==> src/rtl/opstuff_ctl.sv <==
module opstuff_ctl #(
  parameter int DW = 8,
  parameter int CW = 8
) (
  input  logic          clk,
  input  logic          rst_n,
  input  logic          inj_en,
  input  logic          cpu_mreq_n,
  input  logic          cpu_iorq_n,
  input  logic          cpu_rd_n,
  input  logic          cpu_wr_n,
  input  logic [DW-1:0] cpu_data_in,
  input  logic          host_valid,
  input  logic [DW-1:0] host_byte,
  input  logic          byp_load,
  input  logic [CW-1:0] byp_count,
  output logic          cpu_wait_n,
  output logic          mem_rd_n,
  output logic          drv_oe,
  output logic [DW-1:0] drv_data,
  output logic [DW-1:0] snoop_data,
  output logic          byte_req,
  output logic          byp_active
);
  logic [CW-1:0] cnt_q;
  logic          stall_q, cyc_inj_q, qrd_q, req_q, oe_q;
  logic [DW-1:0] drv_q, snoop_q;

  wire qrd      = !cpu_mreq_n && !cpu_rd_n && cpu_iorq_n;
  wire req      = !cpu_mreq_n || !cpu_iorq_n;
  wire armed    = inj_en && (cnt_q == '0);
  wire rd_start = qrd && !qrd_q;
  wire req_end  = req_q && !req;

  always_ff @(posedge clk or negedge rst_n) begin
    if (!rst_n) begin
      stall_q   <= 1'b0;
      cyc_inj_q <= 1'b0;
      oe_q      <= 1'b0;
      qrd_q     <= 1'b0;
      req_q     <= 1'b0;
      drv_q     <= '0;
    end else begin
      qrd_q <= qrd;
      req_q <= req;
      if (rd_start && armed) begin
        stall_q   <= 1'b1;
        cyc_inj_q <= 1'b1;
        oe_q      <= 1'b1;
      end else begin
        if (stall_q && host_valid) begin
          stall_q <= 1'b0;
          drv_q   <= host_byte;
        end
        if (!qrd) oe_q <= 1'b0;
        if (req_end) cyc_inj_q <= 1'b0;
      end
    end
  end

  always_ff @(posedge clk or negedge rst_n) begin
    if (!rst_n)
      cnt_q <= '0;
    else if (byp_load)
      cnt_q <= byp_count;
    else if (req_end && !cyc_inj_q && cnt_q != '0)
      cnt_q <= cnt_q - 1'b1;
  end

  always_ff @(posedge clk or negedge rst_n) begin
    if (!rst_n)
      snoop_q <= '0;
    else if (!cpu_wr_n && req)
      snoop_q <= cpu_data_in;
  end

  assign cpu_wait_n = !stall_q;
  assign byte_req   = stall_q;
  assign mem_rd_n   = cpu_rd_n | armed | cyc_inj_q;
  assign drv_oe     = oe_q;
  assign drv_data   = drv_q;
  assign snoop_data = snoop_q;
  assign byp_active = (cnt_q != '0);
endmodule

==> config.mk <==
export PLATFORM = sky130hd
export DESIGN_NAME = opstuff_ctl
export DESIGN_NICKNAME = d
export VERILOG_FILES = /design/src/rtl/opstuff_ctl.sv
export SDC_FILE = /design/constraint.sdc
export NUM_CORES = 1
export LEC_CHECK = 0
export BUFFER_PORTS_ARGS = -buffer_cell sky130_fd_sc_hd__buf_2
export CORE_MARGIN = 10
export CORE_UTILIZATION = 47
export DETAILED_ROUTE_END_ITERATION = 7
export GPL_ROUTABILITY_DRIVEN = 0
export GPL_TIMING_DRIVEN = 1
export PLACE_DENSITY = 0.84
export SYNTH_ARGS = -nofsm -noshare
export SYNTH_HDL_FRONTEND = slang
export SYNTH_SLANG_ARGS = --single-unit
==> constraint.sdc <==
create_clock -name clk -period 2.7 [get_ports clk]
set_input_delay 0.135 -clock clk [delete_from_list [all_inputs] [get_ports clk]]
set_output_delay 0.135 -clock clk [all_outputs]
set_load 0.05 [all_outputs]
# ---- Word-level counts from Yosys, hierarchy flattened
# Cells that the tools add are included.
dict set report op_classes {
  addsub 1
  eq_ne 1
  mux 8
  bitwise_logic 3
  reduce_logical 25
}
# op count
set op_table {}
lappend op_table {{two-way mux 8 bit} 2}
lappend op_table {{logical AND 1 bit} 10}
lappend op_table {{logical NOT 1 bit} 8}
lappend op_table {{logical NOT 8 bit} 1}
lappend op_table {{nonzero test 8 bit} 1}
lappend op_table {{subtractor 8 x 1 -> 8 bit, second input constant} 1}
lappend op_table {{two-way mux 1 bit} 6}
lappend op_table {{nonzero test 2 bit} 3}
lappend op_table {{!= test 2 x 1 -> 1 bit, second input constant} 1}
lappend op_table {{bitwise OR 1 bit} 2}
lappend op_table {{AND reduction 2 bit} 1}
lappend op_table {{logical OR 1 bit} 1}
lappend op_table {{NOT 1 bit} 1}
dict set report word_totals {
  reg_bits 29
  input_bits 33
  out_inout_bits 21
  word_cells 46
}

# ---- Depth between registers and ports, before layout
dict set report logic_depth {
  depth_word 8
  mapped_depth 7
  ltp_nobuf 6
}

# ---- Least setup slack after synthesis
# No wires, ideal clock.
dict set report synth_path {
  path_kind {flip-flop to flip-flop}
  start {reg cnt_q[0]}
  end {reg drv_q[0] (netlist: drv_data[0])}
  setup_ns 0.125
  t_arrival_ns 1.761
  t_required_ns 2.575
  slack_ns 0.813
  stages_incl_launch_ff 8
  n_path_buf 1
  synth_period_minus_slack_ns 1.887
  path_cell_list {dfrtp_1 > inv_1 > ha_1 > nor4b_4 > nand4_4 > and3_4 > buf_6 > mux2_4}
}
dict set report synth_between {
  elab_chain_cells 5
}
# element line_no
set synth_rtl {}
lappend synth_rtl {{from (decl)} 25} ;# logic [CW-1:0] cnt_q;
lappend synth_rtl {{from (signal assigned)} 65} ;# cnt_q <= byp_count;
lappend synth_rtl {{from (signal assigned)} 67} ;# cnt_q <= cnt_q - 1'b1;
lappend synth_rtl {{logical NOT 8 bit} 31} ;# wire armed = inj_en && (cnt_q == '0);
lappend synth_rtl {{logical AND 1 bit} 31}
lappend synth_rtl {{logical AND 1 bit} 46} ;# if (rd_start && armed) begin
lappend synth_rtl {{NOT 1 bit (no line)} n/a}
lappend synth_rtl {{AND reduction 2 bit (no line)} n/a}
lappend synth_rtl {{to (signal assigned)} 53} ;# drv_q <= host_byte;
lappend synth_rtl {{to (decl)} 27} ;# logic [DW-1:0] drv_q, snoop_q;
# No other way between the ends.
# A chain may end at the register's enable or synchronous reset.

# ---- Worst setup path in the final report
dict set report layout_path {
  start {reg cnt_q[0]}
  end {out mem_rd_n}
}
dict set report layout_between {
  elab_chain_cells 4
}
# element line_no
set layout_rtl {}
lappend layout_rtl {{logical NOT 8 bit} 31}
lappend layout_rtl {{logical AND 1 bit} 31}
lappend layout_rtl {{bitwise OR 1 bit (2 in a row)} 79} ;# assign mem_rd_n = cpu_rd_n | armed | cyc_inj_q;
lappend layout_rtl {{to (decl)} 18} ;# output logic mem_rd_n,
# No other way between the ends.

==> results_dict.tcl <==
set metrics [dict create \
    status "complete, no violations" \
    hp-class "input pin to flop" \
    port_buffers 53 \
    yosys.area.top_type "dfrtp_1" \
    grt_start_max_net_pins 30 \
    final_antenna_net_count 0 \
    finalHoldViolCount 0 \
    yosysWarningCount 0 \
    finClkSkew_ns 0.0144 \
    drt_iter0_markers 13 \
    synth_commonest_cells "dfrtp_1, nand2_1, mux2_2" \
    synth-edff-count 0 \
    cp.arrival_ns 1.99 \
    vias_per_cell 5.23 \
    grt_first_pass_wirelength_mm 5.70 \
    drv_slew 0 \
    synthTopCellsByArea "dfrtp_1, mux2_4, mux2_2" \
    yosysSeqAreaShare_pct 53.1 \
    grt_pass1_vias 1207 \
    grt-ovfl-total 0 \
    grt_usage_pct 13.5 \
    core_area_um2 2760 \
    drt-total-wl_mm 3.37 \
    synthFlopType "dfrtp_1" \
    rsz0062_at_grt "no" \
    initial_core_util_pct 49.5 \
    powerDensity_nw_per_um2 634 \
    antenna_found_initial 0 \
    criticalPathCategory "flop to output pin" \
    p_sw_w 0.000377 \
    path_max_fanout 10 \
    max_freq_mhz 470 \
    p_leak_nw 0.878 \
    clkTransAtPathRegs_ns 0.10 \
    start_kind "flop" \
    cts.sinks 29 \
    dr_total_vias 1067 \
    fill_cells 230 \
    cts_tree "built" \
    avgSynthCellArea_um2 12.9 \
    cts_made_buffers 5 \
    switching_share_pct 32.7 \
    dr_wl_met3_um 289 \
    num_rows 19 \
    dr.max_layer_used "met4" \
    fin_cells 204 \
    power_frac_clock_pct 31.4 \
    cts_buffer_depth 2 \
    fin_crit_sh_pct 78.8 \
    dr.pass1.iters 4 \
    ctsRootBufferMaster "clkbuf_4" \
    final_nets 207 \
    dpl.hpwl_mm 2.66 \
    met2_length_mm 1.77 \
    maxSlewHeadroom_pct 51.4 \
    pin_count 54 \
    syn_to_final_growth_pct 33.0 \
    synth-async-reset-ratio_pct 100 \
    ys_ff_latch 29 \
    die_h_um 73.9 \
    cp_data_required_time_ns 2.57 \
    m1WireLength_mm 1.27 \
    worst_pin_slew_ns 0.729 \
    p_total_w 0.00115 \
    cts-htree-levels 2 \
    die_w_um 73.9 \
    wire_per_inst_um 16.5 \
    synth_cell_types 32 \
    pwr-share-seq_pct 44.1 \
    p_comb_share_pct 24.5 \
    synth_cells 106 \
    tns_ns 0 \
    drive_above_1_share_pct 50.3 \
    drc 0 \
    yosysMostFrequentCell "dfrtp_1" \
    ir_drop_mv 0.518 \
    dieArea_um2 5460 \
    synth_fp_nets 141 \
    dp_cells 189 \
    mappedNetlistArea_um2 1370 \
    cap_violations 0 \
    setup_violations 0 \
    end_kind "output pin" \
    diodes 0 \
    cts_setup_buffers 0 \
    worst_skew_pair.late_latency_ns 0.34 \
    min_period_ns 2.13 \
    synth_top_area_share_pct 53.1 \
    internal-power_w 0.000775 \
]
repair_timing:
item,in CTS,in global routing
endpoints found under the hold margin,34,0
resized for setup,0,0
hold buffers,7,0
through the flow:
stage | util (%) | setup slack, ns | instance area (um^2) | hold slack [ns]
after floorplan | - | 0.813 | 1370 | -0.161
after global routing | 65.9 | 0.382 | 1820 | 0.00861
after global placement | 60.3 | 0.791 | 1660 | 0.178
after detailed placement | 60.3 | 0.647 | 1660 | 0.199
final | 65.9 | 0.572 | 1820 | 0.0106
after CTS | 65.9 | 0.544 | 1820 | 0.00102
critical path: stages (launching register included):
cell	delay (ns)
dfrtp_1	0.41
inv_1	0.09
ha_1	0.15
nor4b_4	0.47
a311o_1	0.26
buf_2	0.27
registers in the layout, indices dropped and copies added, names as in the netlist:
name	flops
snoop_data	8
qrd_q	1
drv_data	8
cnt_q	8
req_q	1
byte_req	1
drv_oe	1
cyc_inj_q	1
path summary, 6_finish.rpt:
path / startpoint / end / slack (ns) / cells past startpoint
min in group asynchronous: rst_n / drv_data[1] / 0.35 / 2
max in group asynchronous: rst_n / cnt_q[2] / 1.93 / 2
min reg2reg: drv_oe / drv_oe / 0.50 / 2
max reg2reg: cnt_q[0] / cnt_q[6] / 0.68 / 6
min: byp_count[4] / cnt_q[4] / 0.01 / 3
max: cnt_q[0] / mem_rd_n / 0.57 / 5
logic make-up after synthesis:
logic type | after synthesis | share of synthesized area [%]
mux | 17 | 16.2
compound gates | 16 | 7.69
buf+inv | 6 | 2.20
xor+xnor | 7 | 4.49
simple gates | 29 | 14.5
fa+ha+maj | 2 | 1.83
flops | 29 | 53.1
power by group through the flow:
stage | clock network (W) | registers, W | logic [W]
4_1_cts | 0.000372 | 0.000509 | 0.000286
6_report | 0.000361 | 0.000508 | 0.000283
5_1_grt | 0.000392 | 0.000514 | 0.000306
3_5_place_dp | 0 | 0.000517 | 0.000278
3_3_place_gp | 0 | 0.000513 | 0.000270
2_1_floorplan | 0 | 0.000609 | 0.0000941
routing by layer:
metal / GRT usage [%] / up-vias
met5: 0 / -
met1: 13.9 / 524
met4: 4.35 / 0
met3: 7.67 / 6
li1: - / 509
met2: 22.7 / 28
cells in the final DEF (no fill, tap or decap), types with 2 or more instances in the layout:
master         count
o21ai_0            5
dfrtp_1           29
xnor2_1            6
mux2_4             8
ha_1               2
clkbuf_4           5
dlygate4sd3_1      7
inv_1              4
a2111oi_0          3
nand2_1           14
o21ai_1            2
a211oi_1           2
buf_2             53
mux2_2             9
a21oi_1            2
area by class of cell:
type | count | area [um^2] | area share, %
well taps | 31 | 38.8 | 2.13
clock inverters | 3 | 46.3 | 2.55
clock buffers | 5 | 37.5 | 2.07
flip-flops and latches | 29 | 726 | 39.9
repair buffers | 61 | 343 | 18.9
inverters | 4 | 15.0 | 0.826
multi-input cells | 71 | 611 | 33.6
No activity file was read; power rests on OpenSTA's default activity.
